$ cat config.mk
export PLATFORM = sky130hd
export DESIGN_NAME = blksync_detector
export DESIGN_NICKNAME = d
export VERILOG_FILES = /design/src/rtl/blksync_pkg.sv /design/src/rtl/bsd_correlator.sv /design/src/rtl/bsd_position.sv /design/src/rtl/bsd_protect.sv /design/src/rtl/blksync_detector.sv
export SDC_FILE = /design/constraint.sdc
export NUM_CORES = 1
export LEC_CHECK = 0
export ABC_AREA = 1
export BUFFER_PORTS_ARGS = -buffer_cell sky130_fd_sc_hd__buf_2
export CORE_MARGIN = 2
export CORE_UTILIZATION = 45
export DETAILED_ROUTE_END_ITERATION = 10
export GPL_ROUTABILITY_DRIVEN = 1
export SYNTH_ARGS = -nofsm -noshare
export SYNTH_HDL_FRONTEND = slang
export SYNTH_SLANG_ARGS = --single-unit
$ cat constraint.sdc
create_clock -name clk -period 11.7 [get_ports clk]
set_clock_uncertainty 0.1 [all_clocks]
set_input_delay 1.755 -clock clk [delete_from_list [all_inputs] [get_ports clk]]
set_output_delay 1.755 -clock clk [all_outputs]
set_load 0.01 [all_outputs]
$ cat src/rtl/blksync_pkg.sv
package blksync_pkg;
  localparam int CODE_W    = 16;
  localparam int NUM_CODES = 4;
  localparam int FIELD_W   = 4;
  // index 0 in the low bits
  localparam logic [NUM_CODES*CODE_W-1:0] CODE_SET =
    {16'hA3C5, 16'h5C3A, 16'hC5A3, 16'h3A5C};
  localparam logic [2*FIELD_W-1:0] TOL_DEFAULT  = 8'h22;
  localparam logic [2*FIELD_W-1:0] PROT_DEFAULT = 8'h17;
  typedef enum logic {ST_HUNT = 1'b0, ST_LOCK = 1'b1} sync_state_t;
endpackage

$ cat src/rtl/bsd_correlator.sv
module bsd_correlator #(
  parameter int CODE_W    = 16,
  parameter int NUM_CODES = 4,
  parameter int FIELD_W   = 4,
  parameter logic [NUM_CODES*CODE_W-1:0] CODES = '0,
  localparam int ERR_W = $clog2(CODE_W + 1),
  localparam int IDX_W = (NUM_CODES > 1) ? $clog2(NUM_CODES) : 1
) (
  input  logic [CODE_W-1:0]  win,
  input  logic [FIELD_W-1:0] limit,
  output logic               det,
  output logic [IDX_W-1:0]   idx
);
  logic [NUM_CODES-1:0] ok;

  // one Hamming-distance comparator per code
  for (genvar g = 0; g < NUM_CODES; g++) begin : g_code
    logic [CODE_W-1:0] diff;
    logic [ERR_W-1:0]  errs;
    assign diff = win ^ CODES[g*CODE_W +: CODE_W];
    always_comb begin
      errs = '0;
      for (int k = 0; k < CODE_W; k++) errs = errs + ERR_W'(diff[k]);
    end
    assign ok[g] = (errs <= ERR_W'(limit));
  end

  // lowest index has priority
  always_comb begin
    det = 1'b0;
    idx = '0;
    for (int i = NUM_CODES - 1; i >= 0; i--) begin
      if (ok[i]) begin
        det = 1'b1;
        idx = IDX_W'(i);
      end
    end
  end
endmodule

$ cat src/rtl/bsd_position.sv
module bsd_position #(
  parameter int BLK_LEN = 288,
  localparam int POS_W = $clog2(BLK_LEN)
) (
  input  logic clk,
  input  logic rst,
  input  logic step,
  input  logic realign,
  output logic expect_now
);
  logic [POS_W-1:0] pos_q;

  assign expect_now = (pos_q == POS_W'(BLK_LEN - 1));

  // free-running modulo counter, realigned on request
  always_ff @(posedge clk) begin
    if (rst)
      pos_q <= '0;
    else if (step) begin
      if (expect_now || realign) pos_q <= '0;
      else                       pos_q <= pos_q + 1'b1;
    end
  end
endmodule

$ cat src/rtl/bsd_protect.sv
module bsd_protect
  import blksync_pkg::*;
#(
  parameter int FIELD_W = 4,
  parameter int IDX_W   = 2,
  localparam int CNT_W = FIELD_W + 1
) (
  input  logic               clk,
  input  logic               rst,
  input  logic               step,
  input  logic               expect_now,
  input  logic               det,
  input  logic [IDX_W-1:0]   det_idx,
  input  logic [2*FIELD_W-1:0] prot_cfg,
  output logic               locked,
  output logic               realign,
  output logic               strobe,
  output logic [IDX_W-1:0]   idx_q
);
  sync_state_t      state_q;
  logic [CNT_W-1:0] cnt_q, cnt_inc, need_hunt, need_lock;

  assign locked    = (state_q == ST_LOCK);
  assign cnt_inc   = cnt_q + 1'b1;
  assign need_hunt = CNT_W'(prot_cfg[2*FIELD_W-1:FIELD_W]) + 1'b1;
  assign need_lock = CNT_W'(prot_cfg[FIELD_W-1:0]) + 1'b1;
  assign realign   = step && !expect_now && !locked && det;

  always_ff @(posedge clk) begin
    if (rst) begin
      state_q <= ST_HUNT;
      cnt_q   <= '0;
      strobe  <= 1'b0;
      idx_q   <= '0;
    end else begin
      strobe <= 1'b0;
      if (step && expect_now) begin
        strobe <= 1'b1;
        if (det) idx_q <= det_idx;
        if (!locked) begin
          if (!det) cnt_q <= '0;
          else if (cnt_inc >= need_hunt) begin
            state_q <= ST_LOCK;
            cnt_q   <= '0;
          end else cnt_q <= cnt_inc;
        end else begin
          if (det) cnt_q <= '0;
          else if (cnt_inc >= need_lock) begin
            state_q <= ST_HUNT;
            cnt_q   <= '0;
          end else cnt_q <= cnt_inc;
        end
      end else if (realign) begin
        strobe <= 1'b1;
        idx_q  <= det_idx;
        if (need_hunt == CNT_W'(1)) begin
          state_q <= ST_LOCK;
          cnt_q   <= '0;
        end else cnt_q <= CNT_W'(1);
      end
    end
  end
endmodule

$ cat src/rtl/blksync_detector.sv
module blksync_detector
  import blksync_pkg::*;
#(
  parameter int BLK_LEN   = 288,
  parameter int CW        = CODE_W,
  parameter int NC        = NUM_CODES,
  parameter int FW        = FIELD_W,
  parameter logic [NC*CW-1:0] CODES = CODE_SET,
  localparam int CFG_W = 2 * FW,
  localparam int IDX_W = (NC > 1) ? $clog2(NC) : 1
) (
  input  logic             clk,
  input  logic             rst,
  input  logic             bit_en,
  input  logic             bit_in,
  input  logic [CFG_W-1:0] cfg_tol,
  input  logic [CFG_W-1:0] cfg_prot,
  output logic             sync_lock,
  output logic             blk_start,
  output logic [IDX_W-1:0] code_idx
);
  logic [CW-1:0]    win_q, win_nxt;
  logic [CFG_W-1:0] tol_act, prot_act;
  logic [FW-1:0]    limit;
  logic             det, expect_now, realign;
  logic [IDX_W-1:0] det_idx;

  assign win_nxt = {win_q[CW-2:0], bit_in};
  assign limit   = sync_lock ? tol_act[FW-1:0] : tol_act[CFG_W-1:FW];

  always_ff @(posedge clk) begin
    if (rst) begin
      win_q    <= '0;
      tol_act  <= CFG_W'(TOL_DEFAULT);
      prot_act <= CFG_W'(PROT_DEFAULT);
    end else if (bit_en) begin
      win_q <= win_nxt;
      if (expect_now) begin
        tol_act  <= cfg_tol;
        prot_act <= cfg_prot;
      end
    end
  end

  bsd_correlator #(.CODE_W(CW), .NUM_CODES(NC), .FIELD_W(FW), .CODES(CODES)) u_corr (
    .win(win_nxt), .limit(limit), .det(det), .idx(det_idx));

  bsd_position #(.BLK_LEN(BLK_LEN)) u_pos (
    .clk(clk), .rst(rst), .step(bit_en), .realign(realign), .expect_now(expect_now));

  bsd_protect #(.FIELD_W(FW), .IDX_W(IDX_W)) u_prot (
    .clk(clk), .rst(rst), .step(bit_en), .expect_now(expect_now), .det(det),
    .det_idx(det_idx), .prot_cfg(prot_act), .locked(sync_lock), .realign(realign),
    .strobe(blk_start), .idx_q(code_idx));
endmodule

==> run summary, run 1 <==
status: finished clean
CP max stage delay: 0.62 ns
top fanout value on the critical path: 3
clk_lat worst skew: 0.31 ns
H-tree levels: 2
crit path DAT: 6.71 ns
first-pass GRT wire length: 14900 um
Reg area: 981 um2
FP Rows: 35
share of the synthesized area in the top cell type: 23.4%
slowest stage cell, crit path: fa_1
DRT antenna net count: 0
gpl congestion: 0.844
layout overhead on the synthesized area: 7.13%
Max IR drop VDD: 0.0000680 V
dpl hpwl: 6820 um
Die H: 101 um
Worst EP required: 11.80 ns
syn avg cell area: 7.92 um2
NumNets Final: 660
endpoints failing setup: 0
Port Buf Inserts: 23
vias in the first global route: 3223
Lkg Pwr: 0.00225 uW
synthesized area: 4200 um2
CTS tree: built
total track usage: 18.6%
largest net degree at the start of global routing: 38
synthesized instance count: 530
share of cells above drive strength 1: 8.18%
WS Path Type: input port to register
Slew Limit Fails: 0
Routed WL: 8480 um
starting density of the core: 45.8%
Die Width: 101 um
boundary pin count: 24
DRC viols: 0
# Post-CTS Setup Buffers: 0
Final period util: 56.5%
DP Worst Slack: 4.70 ns
final hold vios: 0
FF-to-FF path depth: 23
net count after synthesis: 641
CTS Sinks: 49
worst-margin pin slew: 1.04 ns
synth top area cells: dfxtp_1 (23%), fa_1 (19%), ha_1 (15%)
max_cap viols: 0
die area: 10100 um2
core area: 9150 um2
post-CTS sizing: 0
1st-iter DRT viols: 67
Worst setup SP type: input port
min Tclk post-route: 6.61 ns
YS warnings: 0
most frequent CP cell: nand2_1
DR pass1 iterations: 4
setup TNS: 0 ns
vias: 3242
drt wl/cell: 12.8 um
sequential fraction of the synthesis area: 23.4%
setup ws final: 5.09 ns
Hold Path Depth: 2
Avg Vias per Cell: 4.90
Pwr Density: 189 nW/um2
fmax: 151 MHz
Tightest Hold Check Type: register to register
gr ovfl total: 0
CTS buffer count: 5
number of fill cells in the layout: 922
CTS root buf: clkbuf_8
hold_buf cts: 0
Yosys reg bits: 49
maximum clock path buffer count: 2
CP Capture Type: register
cell taking the most area after synthesis: dfxtp_1
Reg clk slew, reported paths: 0.10 ns
Max-slew headroom: 30.0%
multi-input logic area: 2750 um2
initial antenna violation count: 0
RSZ-0062 raised after global routing: false
# diodes: 0
post-synth cell types: 28
==> cells by family (layout without fill, tap and decap cells) <==
| logic type | after synthesis | in the layout | synth area share (%) |
|---|---|---|---|
| AND/OR/NAND/NOR | 177 | 177 | 17.9 |
| multiplexers | 1 | 1 | 0.239 |
| flip-flops | 49 | 49 | 23.4 |
| adder cells (fa/ha/maj) | 91 | 91 | 34.3 |
| XOR/XNOR | 21 | 21 | 4.38 |
| AO/OA/AOI/OAI | 70 | 70 | 8.74 |
| buffers and inverters | 121 | 141 | 11.1 |
==> Yosys cell counts (all sizes together) <==
cell type / count
fa: 40
nor3b: 1
nor2: 39
inv: 109
buf: 4
nor3: 9
o211ai: 2
clkbuf: 7
xnor2: 10
clkinv: 1
nand2: 103
nand3: 25
xor2: 11
mux2i: 1
a21oi: 34
o21ai: 34
dfxtp: 49
ha: 51
==> routing by layer <==
metal	part of all wire, %	vias up	routed length, um	track usage, %
li1	-	1672	-	-
met1	48	1529	4100	24.4
met2	48	35	4100	32.9
met3	2.6	6	218	2.64
met4	0.74	0	63	3.16
met5	0	-	0	0
==> where the power goes <==
group	internal, uW	switching (uW)	total, uW
Combinational	222	332	554
Clock	48.1	60.3	108
Sequential	177	10.4	187
==> worst paths after layout <==
check	startpoint	endpoint	slack [ns]
hold / removal	tol_act[4]$_SDFFE_PP0P_	tol_act[4]$_SDFFE_PP0P_	0.35
setup / recovery	bit_in	u_prot.idx_q[1]$_SDFFE_PP0P_	5.09
hold reg to reg	tol_act[4]$_SDFFE_PP0P_	tol_act[4]$_SDFFE_PP0P_	0.35
setup reg to reg	win_q[1]$_SDFFE_PP0P_	u_prot.cnt_q[4]$_SDFFE_PP0P_	6.23
==> layout make-up <==
type | count | share of cell area, %
clock buffers | 6 | 1.84
clock inverters | 2 | 0.306
multi-input cells | 360 | 61.2
inverters | 110 | 9.19
well taps | 111 | 3.09
repair buffers | 23 | 2.56
flip-flops and latches | 49 | 21.8
==> worst max-delay path, delay by kind of cell <==
family / cells / cell delay (ns)
simple gates: 11 / 0.95
compound gates: 2 / 0.20
xor+xnor: 1 / 0.13
buf+inv: 6 / 0.46
fa+ha+maj: 7 / 3.22
==> through the flow <==
step / instance area (um2) / hold WS (ns) / total power, uW / utilization, % / cells
2_1_floorplan: 4200 / 0.325 / 637 / - / 530
3_3_place_gp: 4400 / 0.335 / 730 / 48.1 / 653
3_5_place_dp: 4400 / 0.341 / 752 / 48.1 / 653
4_1_cts: 4490 / 0.355 / 861 / 49.1 / 661
5_1_grt: 4490 / 0.378 / 974 / 49.1 / 661
6_report: 4490 / 0.353 / 850 / 49.1 / 661
==> cell usage in the layout, fill, tap and decap left out <==
master	netlist	final
clkinv_2	0	1
xor2_1	11	11
nand2_2	2	2
nor2_2	1	1
mux2i_1	1	1
o21ai_1	4	4
nand2_1	100	100
nor3_1	8	8
inv_2	5	5
nor3b_2	1	1
clkinv_4	0	1
buf_2	2	23
nand3_1	25	25
o211ai_1	2	2
o21ai_0	29	29
a21oi_1	34	34
o21ai_4	1	1
clkinv_1	1	1
clkbuf_8	0	6
nor3_2	1	1
fa_1	40	40
inv_1	104	104
nor2_1	36	36
ha_1	51	51
nand2_4	1	1
dfxtp_1	49	49
xnor2_1	10	10
nor2_4	2	2
==> state kept, by name (all words and copies together) (netlist names) <==
name and cells:
prot_act 8, tol_act 8, u_pos.pos_q 9, u_prot.cnt_q 5
u_prot.idx_q 2, u_prot.locked 1, u_prot.strobe 1, win_q 15
No activity file was read; power rests on OpenSTA's default activity.
==> run 2, diff against run 1 <==
==> constraint.sdc (replaced) <==
create_clock -name clk -period 6.5 [get_ports clk]
set_clock_uncertainty 0.1 [all_clocks]
set_input_delay 0.975 -clock clk [delete_from_list [all_inputs] [get_ports clk]]
set_output_delay 0.975 -clock clk [all_outputs]
set_load 0.01 [all_outputs]
==> run summary, run 2 (synthesized netlist as in run 1, its figures left out) <==
Worst setup SP type: input port
RR Startpoint: win_q[1]$_SDFFE_PP0P_
layout overhead on the synthesized area: 7.69%
DRC viols: 0
largest net degree at the start of global routing: 38
crit path DAT: 6.02 ns
Tightest Hold Check Type: register to register
Clk pwr share: 14.9%
Die H: 101 um
DR pass1 iterations: 4
total track usage: 18.3%
commonest non-fill, non-tap cell in the layout: inv_1
WS Path Type: input port to register
max_cap viols: 0
Most flops, register: win_q
starting density of the core: 45.8%
gr ovfl total: 0
Largest regs: win_q x15, u_pos.pos_q x9
placed cells: 653
share of cells above drive strength 1: 8.18%
setup TNS: 0 ns
initial antenna violation count: 0
Max IR drop VDD: 0.000163 V
endpoints failing setup: 0
dpl hpwl: 6870 um
drt wl/cell: 12.8 um
H-tree levels: 2
Hold Slack: 0.354 ns
first-pass GRT wire length: 14900 um
min Tclk post-route: 5.88 ns
CTS root buf: clkbuf_8
worst r2r dst: u_prot.cnt_q[3]$_SDFFE_PP0P_
Pwr Density: 347 nW/um2
r2r setup slk: 1.00 ns
gpl congestion: 0.844
combinational share of power: 63.6%
Max-slew headroom: 29.8%
setup ws final: 0.617 ns
Slew Limit Fails: 0
NumNets Final: 660
Final period util: 90.5%
sequential cell fraction of total power: 21.5%
fmax: 170 MHz
post-CTS sizing: 0
switch share: 46.1%
worst-margin pin slew: 1.05 ns
final hold vios: 0
CTS buffer count: 5
Port Buf Inserts: 23
Crit. Startpoint: bit_in
die area: 10100 um2
CTS Sinks: 49
P_int: 844 uW
CTS tree: built
DRT antenna net count: 0
FF-to-FF path depth: 23
Worst EP required: 6.64 ns
hold path start: tol_act[4]$_SDFFE_PP0P_
FP Rows: 35
# diodes: 0
Routed WL: 8480 um
final core occ: 49.4%
Hold Path Depth: 2
Die Width: 101 um
vias: 3229
# Post-CTS Setup Buffers: 0
number of flip-flops in the largest register: 15
CP Capture Type: register
Lkg Pwr: 0.00226 uW
DP Worst Slack: 0.274 ns
fin cells: 661
RSZ-0062 raised after global routing: false
WHS Endpoint: tol_act[4]$_SDFFE_PP0P_
Reg clk slew, reported paths: 0.10 ns
Avg Vias per Cell: 4.89
hold_buf cts: 0
vias in the first global route: 3231
maximum clock path buffer count: 2
clk_lat worst skew: 0.30 ns
Net Switching: 723 uW
1st-iter DRT viols: 62
boundary pin count: 24
status: finished clean
most frequent cells in the layout: inv_1 (104), nand2_1 (100), ha_1 (51)
core area: 9150 um2
top fanout value on the critical path: 3
## run 2: area by class of cell
cell class                 count  area (um2)
sequential                    49         981
fill                         914        4630
tap                          111         139
timing repair buffer          23         115
inverter                     110         413
clock buffer                   6        82.6
multi-input combinational    360        2750
clock inverter                 2        37.5
## run 2: power groups by stage
stage / sequential [uW] / combinational (uW) / clock, uW
3_5_place_dp: 344 / 1010 / 0
5_1_grt: 340 / 1200 / 254
2_1_floorplan: 341 / 807 / 0
6_report: 337 / 997 / 233
3_3_place_gp: 343 / 971 / 0
4_1_cts: 337 / 1010 / 240
## run 2: metal layers
metal	share of wire [%]	wire length, um	track usage, %	vias up
met3	2.9	242	2.70	4
met4	0.62	53	2.42	0
met1	49	4170	24.3	1503
li1	-	-	-	1680
met5	0	0	0	-
met2	47	4020	32.6	42
## run 2: worst max path at each step
stage,end,slack [ns]
final,u_prot.idx_q[1]$_SDFFE_PP0P_,0.62
after floorplan,u_prot.cnt_q[2]$_SDFFE_PP0P_,0.74
after detailed placement,u_prot.idx_q[1]$_SDFFE_PP0P_,0.27
after CTS,u_prot.idx_q[1]$_SDFFE_PP0P_,0.62
after global placement,u_prot.idx_q[1]$_SDFFE_PP0P_,0.38
after global routing,u_prot.locked$_SDFFE_PP0P_,0.21
## run 2: per-stage QoR
stage	power, uW	area [um2]
CTS	1590	4520
finish	1570	4520
floorplan	1150	4200
detailed placement	1350	4400
global placement	1310	4400
global route	1790	4520
## run 2: critical path, cell delays in order
cell and delay, ns:
buf_2 0.11, inv_1 0.09, fa_1 0.62, inv_1 0.08
fa_1 0.50, fa_1 0.52, fa_1 0.52, fa_1 0.48
inv_1 0.06, ha_1 0.15, inv_1 0.06, fa_1 0.39
xnor2_1 0.14, ha_1 0.29, nand2_1 0.07, inv_2 0.04
nand2_1 0.05, nand2_1 0.04, nand2_1 0.05, nand2_1 0.06
nand2_1 0.15, nor2_1 0.08, nor2_1 0.21, nand3_1 0.13
a21oi_1 0.14
